**src/rtl/lsu_pkg.sv**
```systemverilog
// Shared types and opcode values for the load/store alignment unit.
// Assumes a fixed 32-bit instruction word: opcode, base index, data index, offset.
package lsu_pkg;
    localparam int OPW  = 6;
    localparam int REGW = 5;
    localparam int IMMW = 16;
    localparam int XLEN = 32;

    typedef enum logic [1:0] {SZ_BYTE = 2'd0, SZ_HALF = 2'd1, SZ_WORD = 2'd2} size_e;

    typedef struct packed {
        logic  is_store;
        logic  is_signed;
        logic  is_pair;
        size_e size;
    } acc_t;

    typedef enum logic [1:0] {ST_IDLE = 2'd0, ST_FIRST = 2'd1, ST_SECOND = 2'd2} st_e;

    localparam logic [OPW-1:0] OPC_LDBS = 6'h01;
    localparam logic [OPW-1:0] OPC_LDBU = 6'h02;
    localparam logic [OPW-1:0] OPC_LDHS = 6'h03;
    localparam logic [OPW-1:0] OPC_LDHU = 6'h04;
    localparam logic [OPW-1:0] OPC_LDW  = 6'h05;
    localparam logic [OPW-1:0] OPC_LDSP = 6'h06;
    localparam logic [OPW-1:0] OPC_LDDP = 6'h07;
    localparam logic [OPW-1:0] OPC_STB  = 6'h09;
    localparam logic [OPW-1:0] OPC_STH  = 6'h0A;
    localparam logic [OPW-1:0] OPC_STW  = 6'h0B;
    localparam logic [OPW-1:0] OPC_STSP = 6'h0C;
    localparam logic [OPW-1:0] OPC_STDP = 6'h0D;
endpackage

```
**src/rtl/lsu_decode.sv**
```systemverilog
// Instruction field split, opcode decode and effective-address adder.
// Purely combinational; assumes the instruction and base value are stable
// in the cycle the caller samples the outputs.
module lsu_decode
    import lsu_pkg::*;
#(
    parameter int XW = XLEN,
    parameter int OW = OPW,
    parameter int RW = REGW,
    parameter int IW = IMMW
) (
    input  logic [OW+2*RW+IW-1:0] instr,
    input  logic [XW-1:0]         base,
    output logic                  hit,
    output acc_t                  acc,
    output logic [RW-1:0]         rs_idx,
    output logic [RW-1:0]         rd_idx,
    output logic [XW-1:0]         ea
);
    localparam int ILEN = OW + 2 * RW + IW;

    logic [OW-1:0] opc;
    logic [IW-1:0] imm;

    assign opc    = instr[ILEN-1 -: OW];
    assign rs_idx = instr[IW+RW +: RW];
    assign rd_idx = instr[IW +: RW];
    assign imm    = instr[IW-1:0];

    // Effective address: base plus sign-extended offset.
    assign ea = base + {{(XW-IW){imm[IW-1]}}, imm};

    // Opcode to access-kind decode; unknown opcodes clear hit.
    always_comb begin
        hit = 1'b1;
        acc = '{is_store: 1'b0, is_signed: 1'b0, is_pair: 1'b0, size: SZ_WORD};
        case (opc)
            OPC_LDBS: begin acc.size = SZ_BYTE; acc.is_signed = 1'b1; end
            OPC_LDBU: acc.size = SZ_BYTE;
            OPC_LDHS: begin acc.size = SZ_HALF; acc.is_signed = 1'b1; end
            OPC_LDHU: acc.size = SZ_HALF;
            OPC_LDW, OPC_LDSP: acc.size = SZ_WORD;
            OPC_LDDP: acc.is_pair = 1'b1;
            OPC_STB:  begin acc.size = SZ_BYTE; acc.is_store = 1'b1; end
            OPC_STH:  begin acc.size = SZ_HALF; acc.is_store = 1'b1; end
            OPC_STW, OPC_STSP: acc.is_store = 1'b1;
            OPC_STDP: begin acc.is_store = 1'b1; acc.is_pair = 1'b1; end
            default:  hit = 1'b0;
        endcase
    end
endmodule

```
**src/rtl/lsu_lane.sv**
```systemverilog
// Big-endian lane steering: byte enables, store replication and load
// extraction with sign or zero fill. Lane 0 (lowest address) sits in the
// most significant byte. Assumes alignment is not checked.
module lsu_lane
    import lsu_pkg::*;
#(
    parameter int XW = XLEN
) (
    input  size_e                    size,
    input  logic                     is_signed,
    input  logic [$clog2(XW/8)-1:0]  off,
    input  logic [XW-1:0]            st_src,
    input  logic [XW-1:0]            ld_word,
    output logic [XW/8-1:0]          be,
    output logic [XW-1:0]            st_data,
    output logic [XW-1:0]            ld_data
);
    localparam int LANES  = XW / 8;
    localparam int HALVES = LANES / 2;
    localparam int OFFW   = $clog2(LANES);

    logic [OFFW-1:0] byte_sel;
    logic [OFFW-2:0] half_sel;
    logic [7:0]      byte_v;
    logic [15:0]     half_v;

    // Map the address offset to the bus lane, reversed for big-endian order.
    assign byte_sel = OFFW'(LANES - 1) - off;
    assign half_sel = (OFFW-1)'(HALVES - 1) - off[OFFW-1:1];
    assign byte_v   = ld_word[{byte_sel, 3'b000} +: 8];
    assign half_v   = ld_word[{half_sel, 4'b0000} +: 16];

    // Per-size enables, replicated store data and extended load data.
    always_comb begin
        be = '0;
        case (size)
            SZ_BYTE: begin
                be[byte_sel] = 1'b1;
                st_data = {LANES{st_src[7:0]}};
                ld_data = {{(XW-8){is_signed & byte_v[7]}}, byte_v};
            end
            SZ_HALF: begin
                be[{half_sel, 1'b0} +: 2] = 2'b11;
                st_data = {HALVES{st_src[15:0]}};
                ld_data = {{(XW-16){is_signed & half_v[15]}}, half_v};
            end
            default: begin
                be      = '1;
                st_data = st_src;
                ld_data = ld_word;
            end
        endcase
    end
endmodule

```
**src/rtl/lsu_seq.sv**
```systemverilog
// Beat sequencer: idle, first beat, optional second beat for pair accesses.
// Assumes ready is only sampled while busy.
module lsu_seq
    import lsu_pkg::*;
(
    input  logic clk,
    input  logic rst_n,
    input  logic start,
    input  logic pair,
    input  logic ready,
    output logic busy,
    output logic beat,
    output logic fire
);
    st_e state, state_nx;

    assign busy = (state != ST_IDLE);
    assign beat = (state == ST_SECOND);
    assign fire = busy & ready;

    // Next-state choice for the beat sequence.
    always_comb begin
        state_nx = state;
        case (state)
            ST_IDLE:   if (start) state_nx = ST_FIRST;
            ST_FIRST:  if (ready) state_nx = pair ? ST_SECOND : ST_IDLE;
            ST_SECOND: if (ready) state_nx = ST_IDLE;
            default:   state_nx = ST_IDLE;
        endcase
    end

    // State register with synchronous active-low reset.
    always_ff @(posedge clk) begin
        if (!rst_n) state <= ST_IDLE;
        else        state <= state_nx;
    end


    hold_beat_chk: assert property (@(posedge clk) disable iff (!rst_n)
        (busy && !ready) |=> (busy && $stable(beat)));
endmodule

```
**src/rtl/lsu_align.sv**
```systemverilog
// Load/store alignment unit top: latches an accepted instruction, issues
// one or two word beats to a single-cycle request/ready memory port and
// registers the extended load result for writeback. Assumes big-endian
// byte order and ignores misalignment.
module lsu_align
    import lsu_pkg::*;
#(
    parameter int XW = XLEN,
    parameter int OW = OPW,
    parameter int RW = REGW,
    parameter int IW = IMMW
) (
    input  logic                  clk,
    input  logic                  rst_n,
    input  logic                  op_valid,
    input  logic [OW+2*RW+IW-1:0] op_instr,
    output logic                  op_ready,
    output logic [RW-1:0]         base_idx,
    output logic [RW-1:0]         src_idx,
    input  logic [XW-1:0]         base_val,
    input  logic [XW-1:0]         src_lo,
    input  logic [XW-1:0]         src_hi,
    output logic                  mem_req,
    output logic                  mem_we,
    output logic [XW-1:0]         mem_addr,
    output logic [XW/8-1:0]       mem_be,
    output logic [XW-1:0]         mem_wdata,
    input  logic [XW-1:0]         mem_rdata,
    input  logic                  mem_ready,
    output logic                  wb_en,
    output logic [RW-1:0]         wb_idx,
    output logic [XW-1:0]         wb_data
);
    localparam int LANES = XW / 8;
    localparam int OFFW  = $clog2(LANES);

    logic          hit, accept, busy, beat, fire;
    acc_t          acc, acc_q;
    logic [RW-1:0] rd_dec, rd_q, dest;
    logic [XW-1:0] ea, ea_q, lo_q, hi_q, ld_data;

    lsu_decode #(.XW(XW), .OW(OW), .RW(RW), .IW(IW)) dec_i (
        .instr(op_instr), .base(base_val), .hit(hit), .acc(acc),
        .rs_idx(base_idx), .rd_idx(rd_dec), .ea(ea)
    );

    assign src_idx  = rd_dec;
    assign op_ready = !busy;
    assign accept   = op_valid & op_ready & hit;

    lsu_seq seq_i (
        .clk(clk), .rst_n(rst_n), .start(accept), .pair(acc_q.is_pair),
        .ready(mem_ready), .busy(busy), .beat(beat), .fire(fire)
    );

    // Capture the accepted request's address, kind, register and data.
    always_ff @(posedge clk) begin
        if (!rst_n) begin
            ea_q  <= '0;
            acc_q <= '{is_store: 1'b0, is_signed: 1'b0, is_pair: 1'b0, size: SZ_WORD};
            rd_q  <= '0;
            lo_q  <= '0;
            hi_q  <= '0;
        end else if (accept) begin
            ea_q  <= ea;
            acc_q <= acc;
            rd_q  <= rd_dec;
            lo_q  <= src_lo;
            hi_q  <= src_hi;
        end
    end

    lsu_lane #(.XW(XW)) lane_i (
        .size(acc_q.size), .is_signed(acc_q.is_signed), .off(ea_q[OFFW-1:0]),
        .st_src(beat ? hi_q : lo_q), .ld_word(mem_rdata),
        .be(mem_be), .st_data(mem_wdata), .ld_data(ld_data)
    );

    // Memory request: word-aligned address, second beat one word higher.
    assign mem_req  = busy;
    assign mem_we   = busy & acc_q.is_store;
    assign mem_addr = {ea_q[XW-1:OFFW], {OFFW{1'b0}}} + (beat ? XW'(LANES) : '0);

    // Pair beats go to the even then odd register.
    assign dest = acc_q.is_pair ? {rd_q[RW-1:1], beat} : rd_q;

    // Writeback register, loaded on each completed load beat.
    always_ff @(posedge clk) begin
        if (!rst_n) begin
            wb_en   <= 1'b0;
            wb_idx  <= '0;
            wb_data <= '0;
        end else begin
            wb_en <= fire & !acc_q.is_store & (dest != '0);
            if (fire & !acc_q.is_store) begin
                wb_idx  <= dest;
                wb_data <= ld_data;
            end
        end
    end


    req_hold_chk: assert property (@(posedge clk) disable iff (!rst_n)
        (mem_req && !mem_ready) |=> (mem_req && $stable(mem_addr) && $stable(mem_be) && $stable(mem_we)));


    no_zero_wb_chk: assert property (@(posedge clk) disable iff (!rst_n)
        wb_en |-> (wb_idx != '0));


    wb_timing_chk: assert property (@(posedge clk) disable iff (!rst_n)
        wb_en |-> $past(mem_req && mem_ready && !mem_we));


    pair_step_chk: assert property (@(posedge clk) disable iff (!rst_n)
        (mem_req && $past(mem_req && mem_ready)) |-> (mem_addr == $past(mem_addr) + XW'(LANES)));


    be_width_chk: assert property (@(posedge clk) disable iff (!rst_n)
        mem_req |-> ($countones(mem_be) == 1 || $countones(mem_be) == 2 || $countones(mem_be) == LANES));
endmodule

```
**config.mk**
```make
export PLATFORM = sky130hd
export DESIGN_NAME = lsu_align
export DESIGN_NICKNAME = d
export VERILOG_FILES = /design/src/rtl/lsu_pkg.sv /design/src/rtl/lsu_decode.sv /design/src/rtl/lsu_lane.sv /design/src/rtl/lsu_seq.sv /design/src/rtl/lsu_align.sv
export SDC_FILE = /design/constraint.sdc
export NUM_CORES = 1
export LEC_CHECK = 0
export ABC_AREA = 1
export BUFFER_PORTS_ARGS = -buffer_cell sky130_fd_sc_hd__clkbuf_2
export CORE_ASPECT_RATIO = 1.5
export CORE_MARGIN = 4
export CORE_UTILIZATION = 58
export CTS_BUF_LIST = sky130_fd_sc_hd__clkbuf_4
export CTS_CLUSTER_SIZE = 24
export DETAILED_ROUTE_END_ITERATION = 12
export PLACE_DENSITY_LB_ADDON = 0.2
export SETUP_SLACK_MARGIN = 0.15
export SLEW_MARGIN = 15
export SYNTH_ARGS = -nofsm -noshare
export SYNTH_HDL_FRONTEND = slang
export SYNTH_SLANG_ARGS = --single-unit
```
**constraint.sdc**
```tcl
create_clock -name clk -period 4.1 [get_ports clk]
set_input_delay 0.41 -clock clk [delete_from_list [all_inputs] [get_ports clk]]
set_output_delay 0.41 -clock clk [all_outputs]
set_load 0.01 [all_outputs]
```
Word level (Yosys, flattened, before mapping)
Index checks and enable logic that the tools add are counted.
Cells by class
  add/sub/neg operators: 5
  equality and inequality tests: 18
  shift operators: 4
  bitwise gates (word level): 9
  multiplexer cells: 18
  reduce and logical (&&, ||, !) cells: 14
  magnitude comparators: 2
Operators with widths (count)
  $pmux W32 S2: 2
  $add A32 B3 Y32: 1
  $add A32 B32 Y32: 1
  $mux W32: 1
  $shiftx A32 B6 Y16: 1
  $shiftx A32 B6 Y8: 1
  $eq A6 B4 Y1 const B: 5
  $eq A6 B3 Y1 const B: 4
  $eq A6 B2 Y1 const B: 2
  $reduce_or A12 Y1: 1
  $and A1 B1 Y1: 8
  $mux W2: 4
  $pmux W4 S2: 1
  $eq A6 B1 Y1 const B: 1
  $mux W1: 6
  $ne A2 B2 Y1 const B: 3
  $pmux W2 S3: 1
  $reduce_or A3 Y1: 2
  $reduce_bool A5 Y1: 1
  $reduce_or A5 Y1: 1
  $and A4 B4 Y4: 1
  $eq A2 B1 Y1 const B: 2
  $logic_not A2 Y1: 2
  $neg A2 Y4: 1
  other kinds (15): 17
Word-level totals
  register bits: 146
  bits of input ports: 164

Depth between registers and ports, before layout
Gate-level depths: netlist of the first run.
  word-level depth: 6
  depth in mapped cells: 15

Modules after synthesis
A second synthesis of the first run with hierarchy kept.
Second synthesis, totals
  cell total of the unflattened synthesis: 1652
  area total of the unflattened synthesis: 9925.8 um^2
Modules (own cells, without submodules)
  lsu_align: area each 6184.7 um^2, instances 1, sequential area each 2882.8 um^2, cells an instance 869
  lsu_decode: area each 2590.0 um^2, instances 1, sequential area each 0.0 um^2, cells an instance 531
  lsu_lane: area each 1033.5 um^2, instances 1, sequential area each 0.0 um^2, cells an instance 232
  lsu_seq: area each 117.6 um^2, instances 1, sequential area each 40.0 um^2, cells an instance 20

Worst setup path before layout of the first run
No wires, ideal clock.
  path kind: register -> output
  start point: register seq_i.state[1]
  end point: output port mem_addr[24]
  arrival time: 2.402 ns
  required time: 3.690 ns
  buffers on the path: 2
  stages on the path, launching flop included: 16
  path slack: 1.288 ns
  cells stage by stage: dfxtp_1 inv_1 nor2_2 buf_2 buf_2 ha_1 ha_1 nand2_1 nor3_4 nand2_2 nor2_4 nand2_4 nor2_8 nand2_4 nor2_2 xor2_1
Between the ends
  word-level cells in the longest chain between the ends: 3
RTL lines
  start: declaration: line lsu_seq.sv:15  | st_e state, state_nx;
  start signal: assignment: line lsu_seq.sv:35  | else state <= state_nx;
  $eq A2 B2 Y1: line lsu_seq.sv:18  | assign beat = (state == ST_SECOND);
  $mux W3: line lsu_align.sv:82  | assign mem_addr = {ea_q[XW-1:OFFW], {OFFW{1'b0}}} + (beat ? XW'(LANES) : '0);
  $add A32 B3 Y32: line lsu_align.sv:82
  end: declaration: line lsu_align.sv:25  | output logic [XW-1:0] mem_addr,
No other way between the ends.

Worst setup path in the final report of the first run
Same ends and word-level chain as after synthesis.

==> impl_metrics.yaml, run 1 <==
clock_network:
  cts_buffers: 17
  cts_tree: "yes"
  cts.clk_slew.worst_paths_ns: 0.13
  ctsResizeCount: 0
  ctsHoldBuffers: 0
  root_buffer: "clkbuf_4"
  clk_latency_ns: 0.54
  h-tree-depth: 4
  cts_buffer_depth: 2
  cts_setup_buffers: 0
  clock_sinks: 146
critical_path:
  max_stage_delay_ns: 0.37
  cp_max_fo: 5
  path_class: "reg -> out"
  r2r_slack_ns: 1.65
  rr_startpoint: "acc_q[1]$_SDFFE_PN1P_"
  worst_path_dominant_cell_family: "simple AND/OR/NAND/NOR gates"
  reg2reg_depth: 10
  path_cells: "inv_1, nor2_2, ha_1, ha_1, nand2_1, nor3_4, nand2_2, nor2_4, nand2_4, nor2_8, nand2_4, nor2_2, xor2_1, clkbuf_2"
  worstPathRequired_ns: 3.69
  path_buf_inv: 2
  start_kind: "register"
  arrival_ns: 2.83
  rr_endpoint: "wb_data[19]$_SDFFE_PN0P_"
  cp_slowest_cell: "dfxtp_1"
  end_kind: "primary output"
sta:
  finalCriticalPeriod_ns: 3.24
  skew_ns: 0.0198
  tightestPinTransition_ns: 1.12
  setup_viol: 0
  rsz0062_at_grt: "no"
  tns_ns: 0
  fmax_ghz: 0.309
  slew_headroom_pct: 25.3
  hold_viol_final: 0
  fin_crit_sh_pct: 79.0
  slew_violations: 0
layout:
  fin_area_mm2: 0.0112
  n_fill_cell: 1552
  drive_gt1_share_pct: 19.9
  multi_input_area_mm2: 0.00546
  area_growth_pct: 16.7
  utilization_pct: 69.1
  seqCellArea_mm2: 0.00292
  fin_nets: 1931
  layout.cells.non_filler: 1953
routing:
  dr_total_vias: 10500
  wl_per_cell_um: 15.4
  wl_mm: 30.1
  vias_per_cell: 5.39
  drc: 0
  drt_first_pass_iters: 6
  wl_met1_mm: 10.8
  drtIter0Drc: 1005
  top_layer: "met5"
  ant_nets: 0
  wl_met2_mm: 15.8
  wl_met3_mm: 2.03
power:
  p_per_area_mw_per_mm2: 296
  p_clk_share_pct: 27.8
  leakage_uw: 0.00599
  comb_power_share_pct: 25.7
  irDropWorstVdd_uv: 233
  netSwitchingPower_uw: 1130
  p_seq_share_pct: 46.5
  p_int_uw: 2180
  finalPower_uw: 3310
  p_sw_share_pct: 34.2
yosys:
  yosysWarnings: 0
  synth_top_cell_area_share_pct: 30.5
  syn_avg_cell_area_um2: 6.36
  synthFlopType: "dfxtp_1"
  ys_seq_area_share_pct: 30.5
  async_flop_share_pct: 0
  synth-edff-count: 0
  yosys.area.top_type: "dfxtp_1"
  synth_seq_cells: 146
  yosysUniqueCellTypes: 45
  ys_top_cells_by_area: "dfxtp_1 31%, nand2_1 12%, nor2_1 9.1%"
  synth_cells: 1507
  synth_area_mm2: 0.00958
die:
  io_pins: 283
  die-area_mm2: 0.0187
  num_rows: 57
  die_x_um: 113
  die_y_um: 165
  core_area_mm2: 0.0162
  start_util_pct: 59.2
placement:
  port_buffers: 270
  dp_hpwl_mm: 23.6
  place_inst: 1920
  post_dp_cell_area_mm2: 0.0109
  gp_congestion: 1.07
outcome:
  status: "finished clean"
min_path:
  min_delay_worst_endpoint: "seq_i.state[1]$_SDFFE_PN0P_"
  hold_path_startpoint: "mem_ready"
  worstHoldPathType: "in -> reg"
  hold_depth: 2
global_routing:
  antenna_found_initial: 4
  gr-total-overflow: 0
  grt_usage_pct: 31.1
  grt_max_degree: 118
  grt_pass1_vias: 9818
  grt_pass1_wl_mm: 46.7
run:
  drv_cap: 0
## how the worst max path moves through the flow
| stage | start | to | slack, ns | depth (start not counted) |
|---|---|---|---|---|
| after global routing | seq_i.state[1]$_SDFFE_PN0P_ | mem_addr[24] | 0.66 | 14 |
| after floorplan | seq_i.state[1]$_SDFFE_PN0P_ | mem_addr[24] | 1.29 | 15 |
| after detailed placement | seq_i.state[1]$_SDFFE_PN0P_ | mem_addr[24] | 1.46 | 14 |
| after CTS | seq_i.state[1]$_SDFFE_PN0P_ | mem_addr[24] | 0.84 | 14 |
| after global placement | seq_i.state[1]$_SDFFE_PN0P_ | mem_addr[24] | 1.57 | 14 |
| final | seq_i.state[1]$_SDFFE_PN0P_ | mem_addr[24] | 0.86 | 14 |
## flip-flops by register name, indices dropped and copies added, names as in the netlist
name and count:
ea_q 32, wb_data 32, seq_i.state 2, wb_en 1, acc_q 5, wb_idx 5
hi_q 32, lo_q 32, rd_q 5
## power groups by stage
| stage | logic [µW] | registers, µW | clock network [µW] |
|---|---|---|---|
| floorplan | 544 | 1570 | 0 |
| global placement | 832 | 1570 | 0 |
| detailed placement | 843 | 1570 | 0 |
| CTS | 846 | 1540 | 933 |
| global route | 951 | 1550 | 994 |
| finish | 851 | 1540 | 922 |
## kinds of logic after synthesis
| kind of cell | share of synthesized area (%) |
|---|---|
| other | 0.0391 |
| multiplexers | 0.836 |
| buffers and inverters | 12.7 |
| adder cells (fa/ha/maj) | 4.52 |
| AND/OR/NAND/NOR | 30.0 |
| AO/OA/AOI/OAI | 17.5 |
| flip-flops | 30.5 |
| XOR/XNOR | 3.93 |
## synth_stat cells (4+ instances only)
cell,n
nor2_2,4
nand2_1,315
a21o_1,10
xor2_1,39
inv_2,6
buf_2,13
clkbuf_1,32
ha_1,33
dfxtp_1,146
nand3_1,68
nand4_1,12
o221ai_1,9
nor3_1,17
xnor2_1,4
a21oi_1,88
o22ai_1,15
buf_4,22
mux2i_1,8
nand2_2,5
inv_1,215
nor2_1,233
or2_2,8
o21ai_0,142
o211ai_1,24
nor2_4,6
## per-layer routing
layer  track usage [%]  up-vias
met2              58.9      442
li1                  -     5276
met3              4.56       94
met1              33.1     4718
met4              15.9        4
met5                 0        -
## cell usage in the layout, fill, tap and decap left out, types with 18 or more instances in the layout
master	count
xor2_1	39
o21ai_0	142
nand2_1	315
a21oi_1	88
ha_1	33
nand3_1	68
dfxtp_1	146
nor2_1	233
o211ai_1	24
clkbuf_4	18
clkbuf_2	269
inv_1	215
## layout make-up
type / count / share of cell area, %
Antenna cell: 1 / 0.0224
Sequential cell: 146 / 26.1
Tap cell: 206 / 2.31
Inverter: 222 / 7.45
Multi-Input combinational cell: 1069 / 48.8
Clock buffer: 18 / 1.21
Timing Repair Buffer: 277 / 12.7
Clock inverter: 14 / 1.40
## stage by stage
step | hold WS [ns] | setup slack (ns)
6_report | 0.0714 | 0.861
5_1_grt | 0.0498 | 0.664
4_1_cts | 0.0456 | 0.836
3_5_place_dp | 0.466 | 1.46
3_3_place_gp | 0.459 | 1.57
2_1_floorplan | 0.447 | 1.29
(Power assumes the default switching activity.)
==> run 2, diff against run 1 <==
--- a/config.mk
+++ b/config.mk
@@ -9,7 +9,7 @@
 export BUFFER_PORTS_ARGS = -buffer_cell sky130_fd_sc_hd__clkbuf_2
 export CORE_ASPECT_RATIO = 1.5
 export CORE_MARGIN = 4
-export CORE_UTILIZATION = 58
+export CORE_UTILIZATION = 49
 export CTS_BUF_LIST = sky130_fd_sc_hd__clkbuf_4
 export CTS_CLUSTER_SIZE = 24
 export DETAILED_ROUTE_END_ITERATION = 12
==> constraint.sdc (replaced) <==
create_clock -name clk -period 2.67 [get_ports clk]
set_input_delay 0.267 -clock clk [delete_from_list [all_inputs] [get_ports clk]]
set_output_delay 0.267 -clock clk [all_outputs]
set_load 0.01 [all_outputs]
==> run 2 against run 1 <==
- die area grew 17%
- register-to-register slack lost 0.94 ns
- core utilization shrank 3.7 points
- first-iteration DRC count shrank 8.2%
- clock power grew 85%
- the run now ends with negative setup slack left
- critical path type unchanged
- hold slack lost 0.037 ns
- non-clock buffer count grew 93
- cell count grew 7.4%
- total power grew 67%
==> impl_metrics.yaml, run 2 (synthesis results as in run 1) <==
die:
  die-area_mm2: 0.0219
  die_x_um: 122
  die_y_um: 179
  start_util_pct: 50.0
  io_pins: 283
  core_area_mm2: 0.0192
  num_rows: 62
critical_path:
  end_kind: "primary output"
  arrival_ns: 2.50
  path_buf_inv: 2
  worstPathRequired_ns: 2.40
  path_class: "reg -> out"
  cp_slowest_cell: "dfxtp_2"
  path_cells: "inv_2, nor2_4, ha_4, ha_4, nand2_4, nor3_4, nand2_2, nor2_4, nand2_4, nor2_8, nand2_4, nor2_4, xor2_2, buf_2"
  start_kind: "register"
  max_stage_delay_ns: 0.36
  cp_max_fo: 5
  worst_path_dominant_cell_family: "simple AND/OR/NAND/NOR gates"
routing:
  wl_per_cell_um: 15.7
  drtIter0Drc: 923
  dr_total_vias: 11000
  ant_nets: 0
  drt_first_pass_iters: 6
  drc: 0
  vias_per_cell: 5.23
  wl_mm: 32.9
global_routing:
  antenna_found_initial: 1
  grt_usage_pct: 29.0
  gr-total-overflow: 0
  grt_pass1_vias: 10200
  grt_max_degree: 90
  grt_pass1_wl_mm: 50.0
sta:
  tns_ns: -0.344
  fmax_ghz: 0.361
  slew_violations: 0
  rsz0062_at_grt: "yes"
  tightestPinTransition_ns: 0.566
  layout_setup_ws_ns: -0.0969
  hold_viol_final: 0
  skew_ns: 0.0299
  finalCriticalPeriod_ns: 2.77
  fin_crit_sh_pct: 104
  slew_headroom_pct: 62.0
  setup_viol: 8
layout:
  layout_common_cells: "313 x nand2_1, 240 x clkbuf_2, 228 x nor2_1"
  fin_nets: 2025
  area_growth_pct: 30.7
  utilization_pct: 65.4
  fin_area_mm2: 0.0125
  layout.cells.most_common: "nand2_1"
  layout.cells.non_filler: 2097
  drive_gt1_share_pct: 23.2
clock_network:
  clock_sinks: 146
  cts_buffers: 17
  root_buffer: "clkbuf_4"
  cts_tree: "yes"
  h-tree-depth: 4
  cts_buffer_depth: 2
  clk_latency_ns: 0.54
  cts.clk_slew.worst_paths_ns: 0.13
placement:
  place_inst: 1979
  pre_cts_slack_ns: 0.266
  port_buffers: 270
  dp_hpwl_mm: 24.0
  post_dp_cell_area_mm2: 0.0111
  gp_congestion: 0.972
outcome:
  status: "finished with violations"
  violations: "negative setup slack"
min_path:
  worstHoldPathType: "in -> reg"
power:
  p_per_area_mw_per_mm2: 443
  leakage_uw: 0.00655
  irDropWorstVdd_uv: 269
run:
  drv_cap: 0
==> run 2: cell count changes in the layout (fill, tap and decap cells not counted), sizes merged <==
cell	delta
buf	+64
bufbuf	+1
bufinv	+3
clkbuf	-30
clkinv	+1
clkinvlp	-2
dlygate4sd3	+57
==> run 2: through the flow <==
| step | power, µW | hold slack, ns |
|---|---|---|
| after floorplan | 3250 | 0.357 |
| after global placement | 3720 | 0.460 |
| after detailed placement | 3730 | 0.465 |
| after CTS | 5530 | 0.00156 |
| after global routing | 5850 | -0.00117 |
| final | 5550 | 0.0342 |
==> run 2: worst register-to-register path: cells and delay by family, from the launching register on <==
| kind | cells | cell delay (ns) |
|---|---|---|
| flip-flops | 1 | 0.35 |
| AO/OA/AOI/OAI | 1 | 0.14 |
| AND/OR/NAND/NOR | 3 | 0.64 |
| buffers and inverters | 4 | 0.75 |
==> run 2: what timing repair did <==
action                                  CTS  global route
hold endpoints to repair                 56             1
hold buffers                             56             1
gates cloned                              2             0
gates resized for setup                  24            70
pin swaps                                10             4
endpoints found under the setup margin   52            39
buffers inserted                         17             9
==> run 2: where the power goes <==
part	internal (µW)	switching, µW
sequential	2290	82.3
combinational	588	873
clock	851	863
==> run 2: path summary, 6_finish.rpt <==
kind,startpoint,end,cells past startpoint,slack [ns]
hold reg to reg,rd_q[2]$_SDFFE_PN0P_,rd_q[2]$_SDFFE_PN0P_,2,0.49
setup reg to reg,seq_i.state[1]$_SDFFE_PN0P_,acc_q[3]$_SDFFE_PN0P_,8,0.71
setup / recovery,seq_i.state[1]$_SDFFE_PN0P_,mem_addr[24],14,-0.1
hold / removal,src_lo[15],lo_q[15]$_SDFFE_PN0P_,3,0.03
==> run 2: per-layer routing <==
layer / part of all wire, % / track usage [%] / vias up
met5: 0 / 0 / -
met4: 5.0 / 15.4 / 0
met3: 6.2 / 3.98 / 101
met2: 52 / 53.9 / 468
met1: 37 / 31.4 / 4951
li1: - / - / 5453
==> run 2: layout make-up <==
cell class	instances	area [µm²]
Antenna cell	1	2.50
Tap cell	256	320
Sequential cell	146	2930
Clock buffer	17	128
Clock inverter	15	229
Timing Repair inverter	1	7.51
Multi-Input combinational cell	1069	5730
Fill cell	1778	6640
Timing Repair Buffer	370	2340
Inverter	222	837
==> run 3, diff against run 2 <==
--- a/config.mk
+++ b/config.mk
@@ -5,11 +5,10 @@
 export SDC_FILE = /design/constraint.sdc
 export NUM_CORES = 1
 export LEC_CHECK = 0
-export ABC_AREA = 1
 export BUFFER_PORTS_ARGS = -buffer_cell sky130_fd_sc_hd__clkbuf_2
 export CORE_ASPECT_RATIO = 1.5
 export CORE_MARGIN = 4
-export CORE_UTILIZATION = 49
+export CORE_UTILIZATION = 48
 export CTS_BUF_LIST = sky130_fd_sc_hd__clkbuf_4
 export CTS_CLUSTER_SIZE = 24
 export DETAILED_ROUTE_END_ITERATION = 12
==> run 3 against run 2 <==
- the run still ends with negative setup slack left
- cell count decreased by 16%
- die area fell by 7.1%
- sequential share of layout area up 1.6 points
- final area fell by 5.9%
- sequential power fell by 3%
- combinational power down 20%
- wire length decreased by 10%
- global-route usage down 1.4 points
- via count is 11% lower
- critical path type unchanged
- largest power group unchanged
- highest routed layer unchanged
==> impl_metrics.yaml, run 3 <==
sta:
  finalCriticalPeriod_ns: 2.72
  fmax_ghz: 0.367
  skew_ns: 0.0329
  slew_headroom_pct: 59.0
  fin_crit_sh_pct: 102
  tightestPinTransition_ns: 0.613
  hold_viol_final: 0
  setup_viol: 5
  slew_violations: 0
  rsz0062_at_grt: "yes"
  layout_setup_ws_ns: -0.0513
global_routing:
  grt_usage_pct: 27.6
  grt_pass1_vias: 9267
  grt_pass1_wl_mm: 46.6
  grt_max_degree: 109
  gr-total-overflow: 0
  antenna_found_initial: 1
yosys:
  yosysWarnings: 0
  yosys.area.top_type: "dfxtp_1"
  yosysUniqueCellTypes: 72
  synthTopCellsByCount: "280 x nand2_1, 190 x a21oi_1, 146 x dfxtp_1, 88 x nor2_1, 65 x clkbuf_1"
  synthFlopType: "dfxtp_1"
  ys_top_cells_by_area: "dfxtp_1 34%, nand2_1 12%, a21oi_1 11%"
  synth_area_mm2: 0.00868
  ys_seq_area_share_pct: 33.7
  synth_seq_cells: 146
  synth_top_cell_area_share_pct: 33.7
  synth_most_common_cell: "nand2_1"
  synth-edff-count: 0
  async_flop_share_pct: 0
  synth_cells: 1191
  syn_avg_cell_area_um2: 7.29
critical_path:
  path_cells: "and3_4, and3_4, nand4_1, buf_6, nor3_4, nand2_2, nor2_2, xor2_1, buf_2"
  arrival_ns: 2.45
  end_kind: "primary output"
  reg2reg_depth: 7
  start_kind: "register"
  cp_max_fo: 4
  max_stage_delay_ns: 0.37
  path_class: "reg -> out"
  cp_slowest_cell: "dfxtp_4"
  worstPathRequired_ns: 2.40
  cpMostUsedCell: "and3_4"
power:
  irDropWorstVdd_uv: 256
  netSwitchingPower_uw: 1540
  finalPower_uw: 5000
  comb_power_share_pct: 23.4
  p_clk_share_pct: 30.6
  p_sw_share_pct: 30.9
  p_seq_share_pct: 46.0
  leakage_uw: 0.00519
  p_int_uw: 3450
  p_per_area_mw_per_mm2: 424
placement:
  port_buffers: 270
  gp_congestion: 0.941
  dp_hpwl_mm: 20.7
routing:
  vias_per_cell: 5.54
  ant_nets: 0
  drc: 0
  wl_per_cell_um: 16.9
  drt_first_pass_iters: 5
  drtIter0Drc: 701
  dr_total_vias: 9721
  wl_mm: 29.6
die:
  start_util_pct: 48.6
  io_pins: 283
  die_y_um: 173
  core_area_mm2: 0.0179
  num_rows: 60
  die_x_um: 118
  die-area_mm2: 0.0203
layout:
  utilization_pct: 65.9
  area_growth_pct: 35.7
  layout_common_cells: "272 x nand2_1, 258 x clkbuf_2, 189 x a21oi_1"
  fin_nets: 1721
  layout.cells.most_common: "nand2_1"
  drive_gt1_share_pct: 28.3
clock_network:
  root_buffer: "clkbuf_4"
  clock_sinks: 146
  h-tree-depth: 4
  cts_tree: "yes"
  cts.clk_slew.worst_paths_ns: 0.14
  cts_buffers: 17
  cts_buffer_depth: 2
  clk_latency_ns: 0.55
min_path:
  worstHoldPathType: "in -> reg"
  hold_depth: 3
outcome:
  violations: "negative setup slack"
  status: "finished with violations"
run:
  drv_cap: 0
-- run 3: what timing repair did --
action                                  in CTS  in global routing
setup buffers                                9                  4
hold buffers                                80                  1
endpoints found under the setup margin      32                 33
pin swaps                                    6                  7
endpoints found under the hold margin       80                  1
resized for setup                           35                 49
-- run 3: critical path: cells and delay by family (launching register included) --
kind                      cells  cell delay [ns]
xor gates and xnor gates      1             0.22
and+or+nand+nor               6             1.00
buffers and inverters         2             0.32
DFF                           1             0.37
-- run 3: area by class of cell --
class	count	area, µm²
Multi-Input combinational cell	943	5550
Antenna cell	1	2.50
Clock inverter	14	179
Sequential cell	146	2940
Timing Repair Buffer	406	2660
Fill cell	1619	6090
Clock buffer	18	135
Inverter	9	40.0
Tap cell	217	272
-- run 3: path summary, 6_finish.rpt --
path | slack [ns] | startpoint | endpoint
worst max register to register | 0.65 | seq_i.state[0]$_SDFFE_PN0P_ | wb_data[11]$_SDFFE_PN0P_
worst min-delay path | 0.06 | mem_rdata[27] | wb_data[27]$_SDFFE_PN0P_
worst max-delay path | -0.05 | ea_q[8]$_SDFFE_PN0P_ | mem_addr[26]
worst min register to register | 0.46 | wb_idx[1]$_SDFFE_PN0P_ | wb_idx[1]$_SDFFE_PN0P_
-- run 3: cell families after synthesis --
group,count (synthesis),share of synthesized area [%]
muxes,22,2.71
other,1,0.0432
AOI/OAI and AO/OA,357,24.4
buffers and inverters,103,5.58
and+or+nand+nor,481,23.9
adders and majority gates,34,4.99
xor gates and xnor gates,47,4.74
DFF,146,33.7
-- run 3: routing by layer --
metal	track usage, %	share of wire [%]
met2	49.4	52
met5	0	0
met1	32.0	40
met3	4.88	4.9
met4	12.3	3.9
-- run 3: power groups by stage --
stage	Clock, µW	Sequential, µW	Combinational (µW)
final	1530	2300	1170
after global routing	1650	2310	1280
after CTS	1570	2300	1150
after detailed placement	0	2340	1040
after global placement	0	2340	1040
after floorplan	0	2340	649
-- run 3: per-stage QoR --
step | setup slack [ns] | cells | TNS [ns] | area (µm²) | hold slack (ns)
CTS | -0.0576 | 1748 | -0.333 | 11600 | 0.00301
global placement | -0.0264 | 1627 | -0.0264 | 10200 | 0.441
detailed placement | -0.0546 | 1627 | -0.0827 | 10200 | 0.447
floorplan | 0.140 | 1192 | 0 | 8700 | 0.400
global route | -0.154 | 1754 | -1.51 | 11800 | 0.0243
finish | -0.0513 | 1754 | -0.112 | 11800 | 0.0556
